`config.mk`:
```
export PLATFORM = sky130hd
export DESIGN_NAME = flash_share_arbiter
export DESIGN_NICKNAME = d
export VERILOG_FILES = /design/src/rtl/flash_share_pkg.sv /design/src/rtl/flash_grant_sync.sv /design/src/rtl/flash_req_ctrl.sv /design/src/rtl/flash_pin_mux.sv /design/src/rtl/flash_share_arbiter.sv
export SDC_FILE = /design/constraint.sdc
export NUM_CORES = 1
export LEC_CHECK = 0
export ABC_AREA = 1
export CAP_MARGIN = 30
export CORE_UTILIZATION = 56
export CTS_CLUSTER_SIZE = 30
export DETAILED_ROUTE_END_ITERATION = 8
export PLACE_DENSITY = 0.86
export SYNTH_ARGS = -nofsm -noshare
export SYNTH_HDL_FRONTEND = slang
export SYNTH_HIERARCHICAL = 1
export SYNTH_SLANG_ARGS = --single-unit
```
`constraint.sdc`:
```
create_clock -name clk_i -period 4.45 [get_ports clk_i]
set_clock_uncertainty 0.05 [all_clocks]
set_input_delay 0.89 -clock clk_i [delete_from_list [all_inputs] [get_ports clk_i]]
set_output_delay 0.89 -clock clk_i [all_outputs]
set_load 0.005 [all_outputs]
```
`src/rtl/flash_share_pkg.sv`:
```
package flash_share_pkg;
  typedef enum logic [1:0] {
    REQ_IDLE = 2'd0,
    REQ_WAIT = 2'd1,
    REQ_ACT  = 2'd2
  } req_state_e;

  typedef enum logic {
    OWN_USER   = 1'b0,
    OWN_BRIDGE = 1'b1
  } owner_e;
endpackage

```
`src/rtl/flash_grant_sync.sv`:
```
module flash_grant_sync #(
  parameter int unsigned STAGES = 2
) (
  input  logic clk_i,
  input  logic rst_ni,
  input  logic async_i,
  output logic sync_o
);
  logic [STAGES-1:0] sync_q;

  generate
    if (STAGES == 1) begin : g_one
      always_ff @(posedge clk_i or negedge rst_ni)
        if (!rst_ni) sync_q <= '0;
        else         sync_q <= async_i;
    end else begin : g_chain
      always_ff @(posedge clk_i or negedge rst_ni)
        if (!rst_ni) sync_q <= '0;
        else         sync_q <= {sync_q[STAGES-2:0], async_i};
    end
  endgenerate

  assign sync_o = sync_q[STAGES-1];
endmodule

```
`src/rtl/flash_req_ctrl.sv`:
```
module flash_req_ctrl
  import flash_share_pkg::*;
#(
  parameter int unsigned TO_CYC = 500_000_000
) (
  input  logic clk_i,
  input  logic rst_ni,
  input  logic start_i,
  input  logic done_i,
  input  logic grant_s_i,
  input  logic owner_br_i,
  input  logic blank_i,
  output logic req_o,
  output logic go_o,
  output logic timeout_o,
  output logic proto_err_o
);
  localparam int unsigned CNT_W = $clog2(TO_CYC + 1);
  localparam logic [CNT_W-1:0] CNT_LAST = CNT_W'(TO_CYC - 1);

  req_state_e       state_q;
  logic [CNT_W-1:0] cnt_q;
  logic             to_q, err_q;

  always_ff @(posedge clk_i or negedge rst_ni) begin
    if (!rst_ni) begin
      state_q <= REQ_IDLE;
      cnt_q   <= '0;
      to_q    <= 1'b0;
      err_q   <= 1'b0;
    end else begin
      unique case (state_q)
        REQ_IDLE: if (start_i) begin
          state_q <= REQ_WAIT;
          cnt_q   <= '0;
        end
        REQ_WAIT: begin
          if (grant_s_i) begin
            state_q <= REQ_ACT;
          end else if (cnt_q == CNT_LAST) begin
            state_q <= REQ_IDLE;
            to_q    <= 1'b1;
          end else begin
            cnt_q <= cnt_q + 1'b1;
          end
        end
        REQ_ACT: begin
          if (!grant_s_i) err_q <= 1'b1;  // grant withdrawn under request
          if (done_i) state_q <= REQ_IDLE;
        end
        default: state_q <= REQ_IDLE;
      endcase
    end
  end

  assign req_o       = (state_q != REQ_IDLE);
  assign go_o        = (state_q == REQ_ACT) && owner_br_i && !blank_i;
  assign timeout_o   = to_q;
  assign proto_err_o = err_q;
endmodule

```
`src/rtl/flash_pin_mux.sv`:
```
module flash_pin_mux
  import flash_share_pkg::*;
#(
  parameter int unsigned DATA_W  = 4,
  parameter int unsigned CS_W    = 3,
  parameter int unsigned GAP_CYC = 2
) (
  input  logic              clk_i,
  input  logic              rst_ni,
  input  logic              want_br_i,
  input  logic              usr_sck_i,
  input  logic [CS_W-1:0]   usr_cs_n_i,
  input  logic [DATA_W-1:0] usr_dout_i,
  input  logic [DATA_W-1:0] usr_oe_i,
  input  logic              br_sck_i,
  input  logic [CS_W-1:0]   br_cs_n_i,
  input  logic [DATA_W-1:0] br_dout_i,
  input  logic [DATA_W-1:0] br_oe_i,
  output logic              owner_br_o,
  output logic              blank_o,
  output logic              fl_sck_o,
  output logic [CS_W-1:0]   fl_cs_n_o,
  output logic [DATA_W-1:0] fl_dout_o,
  output logic [DATA_W-1:0] fl_oe_o
);
  localparam int unsigned GAP_W = $clog2(GAP_CYC + 1);

  owner_e            owner_q;
  logic [GAP_W-1:0]  gap_q;
  logic [CS_W-1:0]   sel_cs, safe_cs;
  logic              sel_sck, quiet, is_br;
  logic [DATA_W-1:0] sel_dout, sel_oe;

  assign is_br = (owner_q == OWN_BRIDGE);
  assign quiet = &(is_br ? br_cs_n_i : usr_cs_n_i);

  always_ff @(posedge clk_i or negedge rst_ni) begin
    if (!rst_ni) begin
      owner_q <= OWN_USER;
      gap_q   <= '0;
    end else if ((want_br_i != is_br) && quiet) begin
      owner_q <= want_br_i ? OWN_BRIDGE : OWN_USER;
      gap_q   <= GAP_W'(GAP_CYC);
    end else if (gap_q != '0) begin
      gap_q <= gap_q - 1'b1;
    end
  end

  always_comb begin
    sel_sck  = is_br ? br_sck_i   : usr_sck_i;
    sel_cs   = is_br ? br_cs_n_i  : usr_cs_n_i;
    sel_dout = is_br ? br_dout_i  : usr_dout_i;
    sel_oe   = is_br ? br_oe_i    : usr_oe_i;
  end

  generate
    if (CS_W > 1) begin : g_cs_guard
      always_comb safe_cs = ($countones(~sel_cs) > 1) ? '1 : sel_cs;
    end else begin : g_cs_pass
      always_comb safe_cs = sel_cs;
    end
  endgenerate

  assign blank_o    = (gap_q != '0);
  assign owner_br_o = is_br;
  assign fl_sck_o   = blank_o ? 1'b0 : sel_sck;
  assign fl_cs_n_o  = blank_o ? '1   : safe_cs;
  assign fl_dout_o  = blank_o ? '0   : sel_dout;
  assign fl_oe_o    = blank_o ? '0   : sel_oe;
endmodule

```
`src/rtl/flash_share_arbiter.sv`:
```
module flash_share_arbiter #(
  parameter int unsigned CLK_HZ     = 100_000_000,
  parameter int unsigned TIMEOUT_MS = 5000,
  parameter int unsigned DATA_W     = 4,
  parameter int unsigned CS_W       = 3,
  parameter int unsigned GAP_CYC    = 2
) (
  input  logic              clk_i,
  input  logic              rst_ni,
  input  logic              grant_async_i,
  input  logic              br_start_i,
  input  logic              br_done_i,
  output logic              req_o,
  output logic              br_go_o,
  output logic              timeout_o,
  output logic              proto_err_o,
  input  logic              usr_sck_i,
  input  logic [CS_W-1:0]   usr_cs_n_i,
  input  logic [DATA_W-1:0] usr_dout_i,
  input  logic [DATA_W-1:0] usr_oe_i,
  input  logic              br_sck_i,
  input  logic [CS_W-1:0]   br_cs_n_i,
  input  logic [DATA_W-1:0] br_dout_i,
  input  logic [DATA_W-1:0] br_oe_i,
  input  logic [DATA_W-1:0] fl_din_i,
  output logic [DATA_W-1:0] core_din_o,
  output logic              fl_sck_o,
  output logic [CS_W-1:0]   fl_cs_n_o,
  output logic [DATA_W-1:0] fl_dout_o,
  output logic [DATA_W-1:0] fl_oe_o
);
  localparam int unsigned TO_CYC = (CLK_HZ / 1000) * TIMEOUT_MS;

  logic grant_s, owner_br, blank, want_br;

  flash_grant_sync #(.STAGES(2)) u_sync (
    .clk_i   (clk_i),
    .rst_ni  (rst_ni),
    .async_i (grant_async_i),
    .sync_o  (grant_s)
  );

  flash_req_ctrl #(.TO_CYC(TO_CYC)) u_ctrl (
    .clk_i       (clk_i),
    .rst_ni      (rst_ni),
    .start_i     (br_start_i),
    .done_i      (br_done_i),
    .grant_s_i   (grant_s),
    .owner_br_i  (owner_br),
    .blank_i     (blank),
    .req_o       (req_o),
    .go_o        (br_go_o),
    .timeout_o   (timeout_o),
    .proto_err_o (proto_err_o)
  );

  // bridge keeps the pins until its request falls, even if the grant drops
  assign want_br = req_o && (grant_s || owner_br);

  flash_pin_mux #(
    .DATA_W  (DATA_W),
    .CS_W    (CS_W),
    .GAP_CYC (GAP_CYC)
  ) u_mux (
    .clk_i      (clk_i),
    .rst_ni     (rst_ni),
    .want_br_i  (want_br),
    .usr_sck_i  (usr_sck_i),
    .usr_cs_n_i (usr_cs_n_i),
    .usr_dout_i (usr_dout_i),
    .usr_oe_i   (usr_oe_i),
    .br_sck_i   (br_sck_i),
    .br_cs_n_i  (br_cs_n_i),
    .br_dout_i  (br_dout_i),
    .br_oe_i    (br_oe_i),
    .owner_br_o (owner_br),
    .blank_o    (blank),
    .fl_sck_o   (fl_sck_o),
    .fl_cs_n_o  (fl_cs_n_o),
    .fl_dout_o  (fl_dout_o),
    .fl_oe_o    (fl_oe_o)
  );

  assign core_din_o = fl_din_i;
endmodule

```
==> results.toml, run 1 <==
[floorplan]
die_y_um = 70.8
ios = 53
core-area_sq_mm = 0.00444
die_w_um = 70.8
num_rows = 24
start_util_pct = 59.7
die_area_sq_mm = 0.00502

[pwr]
leakage_nw = 1.46
p_switching_mw = 0.483
power_frac_seq_pct = 34.9
comb_power_share_pct = 43.9
ir_drop_mv = 0.239
switching_share_pct = 40.6
power_density_mw_per_mm2 = 376
clockPowerShare_pct = 21.2
power.internal_mw = 0.707

[detailed_routing]
dr.pass1.iters = 7
wirelength_um = 6660
drc_errors = 8
ant_nets = 0
wire_per_inst_um = 13.5
avgViaCountPerCell = 5.32
drt-initial-drc-count = 225
vias = 2622

[timing]
period_share_pct = 80.9
max_slew.worst_pin.slew_ns = 0.882
max_freq_mhz = 278
hold_viol = 0
slew_headroom_pct = 41.2
setup_slack_ns = 0.852
final-max-slew-violation-count = 0
min_period_ns = 3.60
rsz0062_at_grt = "no"
finalSetupTns_ns = 0
setup_viol_count_final = 0

[min_path]
min_from = "u_sync/sync_q[0]"
hp-class = "register to register"
hold_depth = 0
whs_endpoint = "u_sync/sync_q[1]"

[setup_path]
worst-path-buf-inv = 4
cp_data_required_time_ns = 3.51
critPathKind = "primary input to output pin"
crit_family = "buffers and inverters"
arrival_ns = 2.66
worstSetupEndpointType = "output pin"
crit_fanout = 3
reg2reg_depth = 9
crit_chain = "clkdlybuf4s50_1 -> inv_1 -> nand2_1 -> nand2_1 -> ha_1 -> nand2_1 -> nand2_1 -> inv_1 -> nand3_1 -> clkdlybuf4s50_1"
timing.rr.start = "u_ctrl/cnt_q[0]"
crit_path_frequent_cell = "nand2_1"
crit_path_max_incr_delay_ns = 0.49
cpMaxStageDelayCell = "clkdlybuf4s50_1"
critPathLaunchType = "primary input"
r2r_slack_ns = 2.09
worst_r2r_endpoint = "u_ctrl/cnt_q[27]"
path_depth = 10

[global_routing]
grt_use_met1_pct = 35.9
grt_use_total_pct = 28.8
grt_pass1_vias = 2507
grt_max_degree = 39
grt_use_met2_pct = 49.0
grt.busiest_layer = "met2"
overflow = 0
antenna_found_initial = 0
grt_pass1_wl_um = 11300
use_met3_pct = 4.42

[layout]
area_delta_synth_final_pct = 19.3
layout_commonest_cell = "nand2_1"
num_antenna_cells = 0
drive_gt1_share_pct = 7.48
final_cell_mix = "nand2_1 (147), nor2_1 (63), clkdlybuf4s50_1 (43)"
fin_nets = 476
final_cells = 493

[flow_run]
cap_violations = 0

[clock_tree]
htreeDepth = 2
clock_path_buffers = 2
cts_setup_buffers = 0
root_buffer = "clkbuf_8"
clkTransAtPathRegs_ns = 0.07
clkSinkCount = 38
numCtsBuffers = 5
clk_latency_ns = 0.30
cts_tree = "done"
holdBufCountCts = 0
post_cts_resize_count = 0

[yosys]
seq_area_frac_synth_pct = 35.8
synth_enable_flop_cells = 0
syn_area_per_cell_sq_um = 6.63
synthCells = 400
synth_cell_types = 30
synthArstFlopShare_pct = 100
yosys_warnings = 6
syn_area_sq_mm = 0.00265
synth_ff_type = "dfrtp_1"
synth-seq-cells = 38
syn_nets = 436

[placement]
dp.final_hpwl_um = 4930
io_buffers = 44
place.gp.congestion = 0.927
dp_cells = 485
place_ws_ns = 0.860

[outcome]
violations = "design-rule violations"
status = "complete, but fails checks"
## area by class of cell
type | count | area [sq um]
clock buffers | 6 | 82.6
clock inverters | 2 | 12.5
fillers | 377 | 1280
inverters | 42 | 160
multi-input cells | 308 | 1450
flip-flops and latches | 38 | 951
well taps | 52 | 65.1
repair buffers | 45 | 443
## Yosys cell counts (4+ instances only)
| library cell | number | area (sq um) |
|---|---|---|
| o21ai_0 | 18 | 90.1 |
| nor3_1 | 5 | 25.0 |
| nand2_2 | 5 | 31.3 |
| o21ai_2 | 5 | 43.8 |
| inv_1 | 40 | 150 |
| nand2_1 | 147 | 552 |
| buf_2 | 4 | 20.0 |
| dfrtp_1 | 38 | 951 |
| buf_4 | 5 | 37.5 |
| xor2_1 | 14 | 123 |
| xnor2_1 | 4 | 35.0 |
| nor2_2 | 4 | 25.0 |
| nand3_1 | 20 | 100 |
| nor2_1 | 63 | 236 |
## flip-flops by register name, summed over array words and instances, names as in the netlist
register            count
u_sync/sync_q           2
u_mux/owner_br_o        1
u_mux/gap_q             2
u_ctrl/timeout_o        1
u_ctrl/cnt_q           29
u_ctrl/state_q          2
u_ctrl/proto_err_o      1
## per-layer routing
layer | part of all wire (%) | wire length (um)
met3 | 5.3 | 352
met1 | 43 | 2840
met5 | 0 | 0
met4 | 2.4 | 157
met2 | 50 | 3310
## stage by stage
| step | util [%] | hold WS [ns] | area [sq um] | total power, mW |
|---|---|---|---|---|
| 6_report | 71.2 | 0.326 | 3160 | 1.19 |
| 5_1_grt | 71.2 | 0.335 | 3160 | 1.27 |
| 4_1_cts | 71.2 | 0.326 | 3160 | 1.19 |
| 3_5_place_dp | 69.1 | 0.309 | 3070 | 0.941 |
| 3_3_place_gp | 69.1 | 0.283 | 3070 | 0.915 |
| 2_1_floorplan | - | 0.281 | 2650 | 0.764 |
## how the worst max path moves through the flow
stage,start,end,slack (ns)
after CTS,br_cs_n_i[0],fl_cs_n_o[1],0.86
after global placement,br_cs_n_i[2],fl_cs_n_o[0],0.96
after global routing,br_cs_n_i[0],fl_cs_n_o[0],0.71
after floorplan,br_cs_n_i[2],fl_cs_n_o[0],1.93
after detailed placement,br_cs_n_i[0],fl_cs_n_o[1],0.86
final,br_cs_n_i[0],fl_cs_n_o[0],0.85
## power groups by stage
stage	clock network [mW]	registers (mW)	logic [mW]
3_3_place_gp	0	0.421	0.494
5_1_grt	0.268	0.422	0.580
2_1_floorplan	0	0.407	0.357
4_1_cts	0.254	0.414	0.520
3_5_place_dp	0	0.421	0.520
6_report	0.252	0.415	0.523
## cell families (layout without fill, tap and decap cells)
group	after synthesis	in the layout	share of synthesized area (%)
buffers and inverters	54	95	9.48
xor gates and xnor gates	18	18	5.94
DFF	38	38	35.8
and+or+nand+nor	257	257	40.7
adders and majority gates	3	3	1.42
AOI/OAI and AO/OA	30	30	6.60
Note: power is estimated with default switching activity, not from simulation.
==> run 2, diff against run 1 <==
--- a/config.mk
+++ b/config.mk
@@ -7,10 +7,10 @@
 export LEC_CHECK = 0
 export ABC_AREA = 1
 export CAP_MARGIN = 30
-export CORE_UTILIZATION = 56
+export CORE_UTILIZATION = 47
 export CTS_CLUSTER_SIZE = 30
 export DETAILED_ROUTE_END_ITERATION = 8
-export PLACE_DENSITY = 0.86
+export PLACE_DENSITY = 0.77
 export SYNTH_ARGS = -nofsm -noshare
 export SYNTH_HDL_FRONTEND = slang
 export SYNTH_HIERARCHICAL = 1
==> constraint.sdc (replaced) <==
create_clock -name clk_i -period 3.13 [get_ports clk_i]
set_clock_uncertainty 0.05 [all_clocks]
set_input_delay 0.626 -clock clk_i [delete_from_list [all_inputs] [get_ports clk_i]]
set_output_delay 0.626 -clock clk_i [all_outputs]
set_load 0.005 [all_outputs]
==> results.toml, run 2 (synthesis gave the netlist of run 1 again) <==
[outcome]
status = "completed"

[placement]
place.gp.congestion = 0.917
io_buffers = 44
dp.final_hpwl_um = 4760
dp_cells = 504
place_ws_ns = 0.116

[detailed_routing]
drc_errors = 0
avgViaCountPerCell = 4.97
wirelength_um = 6300
dr.pass1.iters = 4
drt-initial-drc-count = 139
vias = 2544
ant_nets = 0
wire_per_inst_um = 12.3

[timing]
period_share_pct = 87.2
rsz0062_at_grt = "no"
min_period_ns = 2.73
finalSetupTns_ns = 0
max_slew.worst_pin.slew_ns = 0.847
max_freq_mhz = 366
setup_viol_count_final = 0
slew_headroom_pct = 43.6
whs_ns = 0.305
setup_slack_ns = 0.401
final-max-slew-violation-count = 0
hold_viol = 0

[pwr]
p_total_mw = 1.66
leakage_nw = 1.47
ir_drop_mv = 0.289
power_density_mw_per_mm2 = 520

[layout]
multi_input_comb_area_sq_mm = 0.00145
ff_latch_area_sq_um = 951
fill_cells = 508
final_cells = 512
final_cell_mix = "nand2_1 (147), nor2_1 (63), inv_1 (40), clkdlybuf4s50_1 (40), dfrtp_1 (38)"
fin_nets = 477
largest_reg_flops = 29
layout_commonest_cell = "nand2_1"
area_delta_synth_final_pct = 20.6
top_register = "u_ctrl/cnt_q"
num_antenna_cells = 0
drive_gt1_share_pct = 7.47

[setup_path]
cp_data_required_time_ns = 2.45
arrival_ns = 2.05
crit_fanout = 3
reg2reg_depth = 9
timing.rr.start = "u_ctrl/cnt_q[0]"
worstSetupEndpointType = "output pin"
critPathLaunchType = "primary input"
critPathKind = "primary input to output pin"
r2r_slack_ns = 1.11
worst_r2r_endpoint = "u_ctrl/cnt_q[12]"

[floorplan]
die_area_sq_mm = 0.00595
start_util_pct = 50.3
die_w_um = 77.1
die_y_um = 77.1
core-area_sq_mm = 0.00527
ios = 53
num_rows = 26

[clock_tree]
clock_path_buffers = 2
htreeDepth = 2
clkTransAtPathRegs_ns = 0.07
clkSinkCount = 38
holdBufCountCts = 0
root_buffer = "clkbuf_8"
cts_tree = "done"
clk_latency_ns = 0.30
numCtsBuffers = 5

[min_path]
hp-class = "register to register"
whs_endpoint = "u_sync/sync_q[1]"
hold_depth = 0
min_from = "u_sync/sync_q[0]"

[global_routing]
grt_pass1_vias = 2465
grt_use_total_pct = 23.3
antenna_found_initial = 0
grt_max_degree = 39
overflow = 0
grt_pass1_wl_um = 11100

[flow_run]
cap_violations = 0
==> run 2: stage by stage <==
step,cell area (sq um),utilization [%]
after floorplan,2650,-
after global placement,3100,58.8
after detailed placement,3100,58.8
after CTS,3190,60.5
after global routing,3200,60.7
final,3200,60.7
==> run 2: final cells by class <==
cell class | count | share of cell area, %
sequential | 38 | 29.7
timing repair buffer | 46 | 14.3
multi-input combinational | 308 | 45.3
tap | 70 | 2.74
clock buffer | 7 | 2.70
inverter | 42 | 5.01
clock inverter | 1 | 0.156
==> run 2: report_power, final <==
group | switching (mW) | total (mW) | internal (mW)
Combinational | 0.447 | 0.741 | 0.294
Sequential | 0.0383 | 0.575 | 0.537
Clock | 0.171 | 0.349 | 0.178
Total | 0.656 | 1.66 | 1.01
==> run 2: worst max-delay path: stages <==
cell             delay, ns
clkdlybuf4s50_1       0.48
inv_1                 0.05
nand2_1               0.05
nand2_1               0.10
ha_1                  0.30
nand2_1               0.08
nand2_1               0.05
inv_1                 0.08
nand3_1               0.07
dlymetal6s2s_1        0.17
==> run 2: how the worst max path moves through the flow <==
stage | slack, ns | startpoint | end
floorplan | 1.14 | br_cs_n_i[2] | fl_cs_n_o[0]
global placement | 0.18 | usr_cs_n_i[2] | fl_cs_n_o[2]
detailed placement | 0.12 | br_cs_n_i[0] | fl_cs_n_o[2]
CTS | 0.11 | br_cs_n_i[0] | fl_cs_n_o[2]
global route | 0.25 | u_mux/gap_q[0] | br_go_o
finish | 0.40 | br_cs_n_i[0] | fl_cs_n_o[2]
==> run 2: repair_timing <==
action / in CTS / in global routing
gates resized for setup: 0 / 3
setup endpoints to repair: 0 / 3
buffers inserted: 0 / 0
==> run 2: metal layers <==
layer  global-route usage, %  up-vias  wire length [um]
met5                       0        -                 0
met4                    9.06        0               123
met3                    5.00       15               309
met2                    39.8       56              3080
met1                    28.3     1166              2780
li1                        -     1307                 -
==> run 3, diff against run 2 <==
--- a/config.mk
+++ b/config.mk
@@ -7,10 +7,10 @@
 export LEC_CHECK = 0
 export ABC_AREA = 1
 export CAP_MARGIN = 30
-export CORE_UTILIZATION = 47
+export CORE_UTILIZATION = 56
 export CTS_CLUSTER_SIZE = 30
 export DETAILED_ROUTE_END_ITERATION = 8
-export PLACE_DENSITY = 0.77
+export PLACE_DENSITY = 0.86
 export SYNTH_ARGS = -nofsm -noshare
 export SYNTH_HDL_FRONTEND = slang
 export SYNTH_HIERARCHICAL = 1
==> constraint.sdc (replaced) <==
create_clock -name clk_i -period 3.5 [get_ports clk_i]
set_clock_uncertainty 0.05 [all_clocks]
set_input_delay 0.7 -clock clk_i [delete_from_list [all_inputs] [get_ports clk_i]]
set_output_delay 0.7 -clock clk_i [all_outputs]
set_load 0.005 [all_outputs]
==> results.toml, run 3 (synthesis gave the netlist of run 1 again) <==
[outcome]
status = "complete, but fails checks"
violations = "design-rule violations"

[timing]
whs_ns = 0.304
finalSetupTns_ns = 0
setup_viol_count_final = 0
rsz0062_at_grt = "no"
slew_headroom_pct = 43.8
period_share_pct = 90.8
min_period_ns = 3.18
max_slew.worst_pin.slew_ns = 0.843
hold_viol = 0
max_freq_mhz = 315
setup_slack_ns = 0.322
final-max-slew-violation-count = 0

[global_routing]
grt_max_degree = 39
grt_pass1_vias = 2666
grt_use_total_pct = 29.1
grt_pass1_wl_um = 11500
antenna_found_initial = 0
overflow = 0

[layout]
largest_reg_flops = 29
finalInstanceArea_sq_mm = 0.00317
fin_nets = 477
fill_cells = 360
final_util_pct = 71.4
final_cell_mix = "nand2_1 (147), nor2_1 (63), clkdlybuf4s50_1 (43)"
final_cells = 494
top_register = "u_ctrl/cnt_q"
layout_commonest_cell = "nand2_1"
drive_gt1_share_pct = 7.69
area_delta_synth_final_pct = 19.6
num_antenna_cells = 0

[clock_tree]
htreeDepth = 2
cts_setup_buffers = 0
clk_latency_ns = 0.30
clock_path_buffers = 2
numCtsBuffers = 5
cts_tree = "done"
clkTransAtPathRegs_ns = 0.07
root_buffer = "clkbuf_8"
clkSinkCount = 38
post_cts_resize_count = 0
holdBufCountCts = 0

[pwr]
power_density_mw_per_mm2 = 477
p_switching_mw = 0.606
clockPowerShare_pct = 20.9
p_total_mw = 1.51
power_frac_seq_pct = 33.6
leakage_nw = 1.47
ir_drop_mv = 0.283
switching_share_pct = 40.1
comb_power_share_pct = 45.5
power.internal_mw = 0.906

[detailed_routing]
avgViaCountPerCell = 5.15
drc_errors = 8
wire_per_inst_um = 13.3
wirelength_um = 6570
dr.pass1.iters = 6
ant_nets = 0
drt-initial-drc-count = 200
vias = 2542

[placement]
dpl_cell_area_sq_mm = 0.00308
dp_cells = 486
io_buffers = 44
place_ws_ns = 0.330
place.gp.congestion = 0.920
dp.final_hpwl_um = 4840

[floorplan]
core-area_sq_mm = 0.00444
start_util_pct = 59.7
num_rows = 24
die_y_um = 70.8
die_w_um = 70.8
ios = 53
die_area_sq_mm = 0.00502

[flow_run]
cap_violations = 0

[setup_path]
critPathLaunchType = "primary input"
worstSetupEndpointType = "output pin"
crit_fanout = 3
critPathKind = "primary input to output pin"
arrival_ns = 2.43
cp_data_required_time_ns = 2.75

[min_path]
hp-class = "register to register"
[run 3: changes by cell type in the layout (fill, tap and decap cells not counted)]
cell             before  now
clkbuf_1              1    0
dlymetal6s2s_1        3    0
clkinvlp_4            0    1
clkdlybuf4s50_1      40   43
[run 3: worst max-delay path, stage by stage]
cell and delay (ns):
clkdlybuf4s50_1 0.45, inv_1 0.04, nand2_1 0.05, nand2_1 0.11
ha_1 0.32, nand2_1 0.07, nand2_1 0.05, inv_1 0.09
nand3_1 0.08, clkdlybuf4s50_1 0.48
[run 3: metal layers]
| metal | vias up | track usage, % | wire length (um) | part of all wire [%] |
|---|---|---|---|---|
| met1 | 1150 | 34.1 | 2800 | 43 |
| li1 | 1307 | - | - | - |
| met5 | - | 0 | 0 | 0 |
| met2 | 72 | 52.2 | 3320 | 51 |
| met3 | 13 | 5.70 | 354 | 5.4 |
| met4 | 0 | 12.2 | 98 | 1.5 |
[run 3: path summary, 6_finish.rpt]
check                                       from                 to  slack [ns]  cells after the start
worst max-delay path               usr_cs_n_i[0]       fl_cs_n_o[0]        0.32                     10
worst min-delay path            u_sync/sync_q[0]   u_sync/sync_q[1]        0.30                      0
worst max register to register   u_ctrl/cnt_q[0]   u_ctrl/cnt_q[28]        1.50                      9
worst min register to register  u_sync/sync_q[0]   u_sync/sync_q[1]        0.30                      0
max in group asynchronous                 rst_ni  u_ctrl/state_q[0]        2.41                      1
min in group asynchronous                 rst_ni   u_ctrl/cnt_q[19]        0.46                      1
[run 3: power by group through the flow]
| stage | sequential, mW | clock [mW] | combinational [mW] |
|---|---|---|---|
| final | 0.508 | 0.317 | 0.687 |
| after detailed placement | 0.517 | 0 | 0.680 |
| after global placement | 0.515 | 0 | 0.657 |
| after global routing | 0.513 | 0.343 | 0.762 |
| after floorplan | 0.517 | 0 | 0.454 |
| after CTS | 0.508 | 0.324 | 0.684 |
[run 3: cell type report]
cell class	count	area, sq um	area share, %
Tap cell	52	65.1	2.05
Sequential cell	38	951	30.0
Clock inverter	2	12.5	0.394
Inverter	42	160	5.05
Multi-Input combinational cell	308	1450	45.7
Timing Repair Buffer	46	450	14.2
Clock buffer	6	82.6	2.60
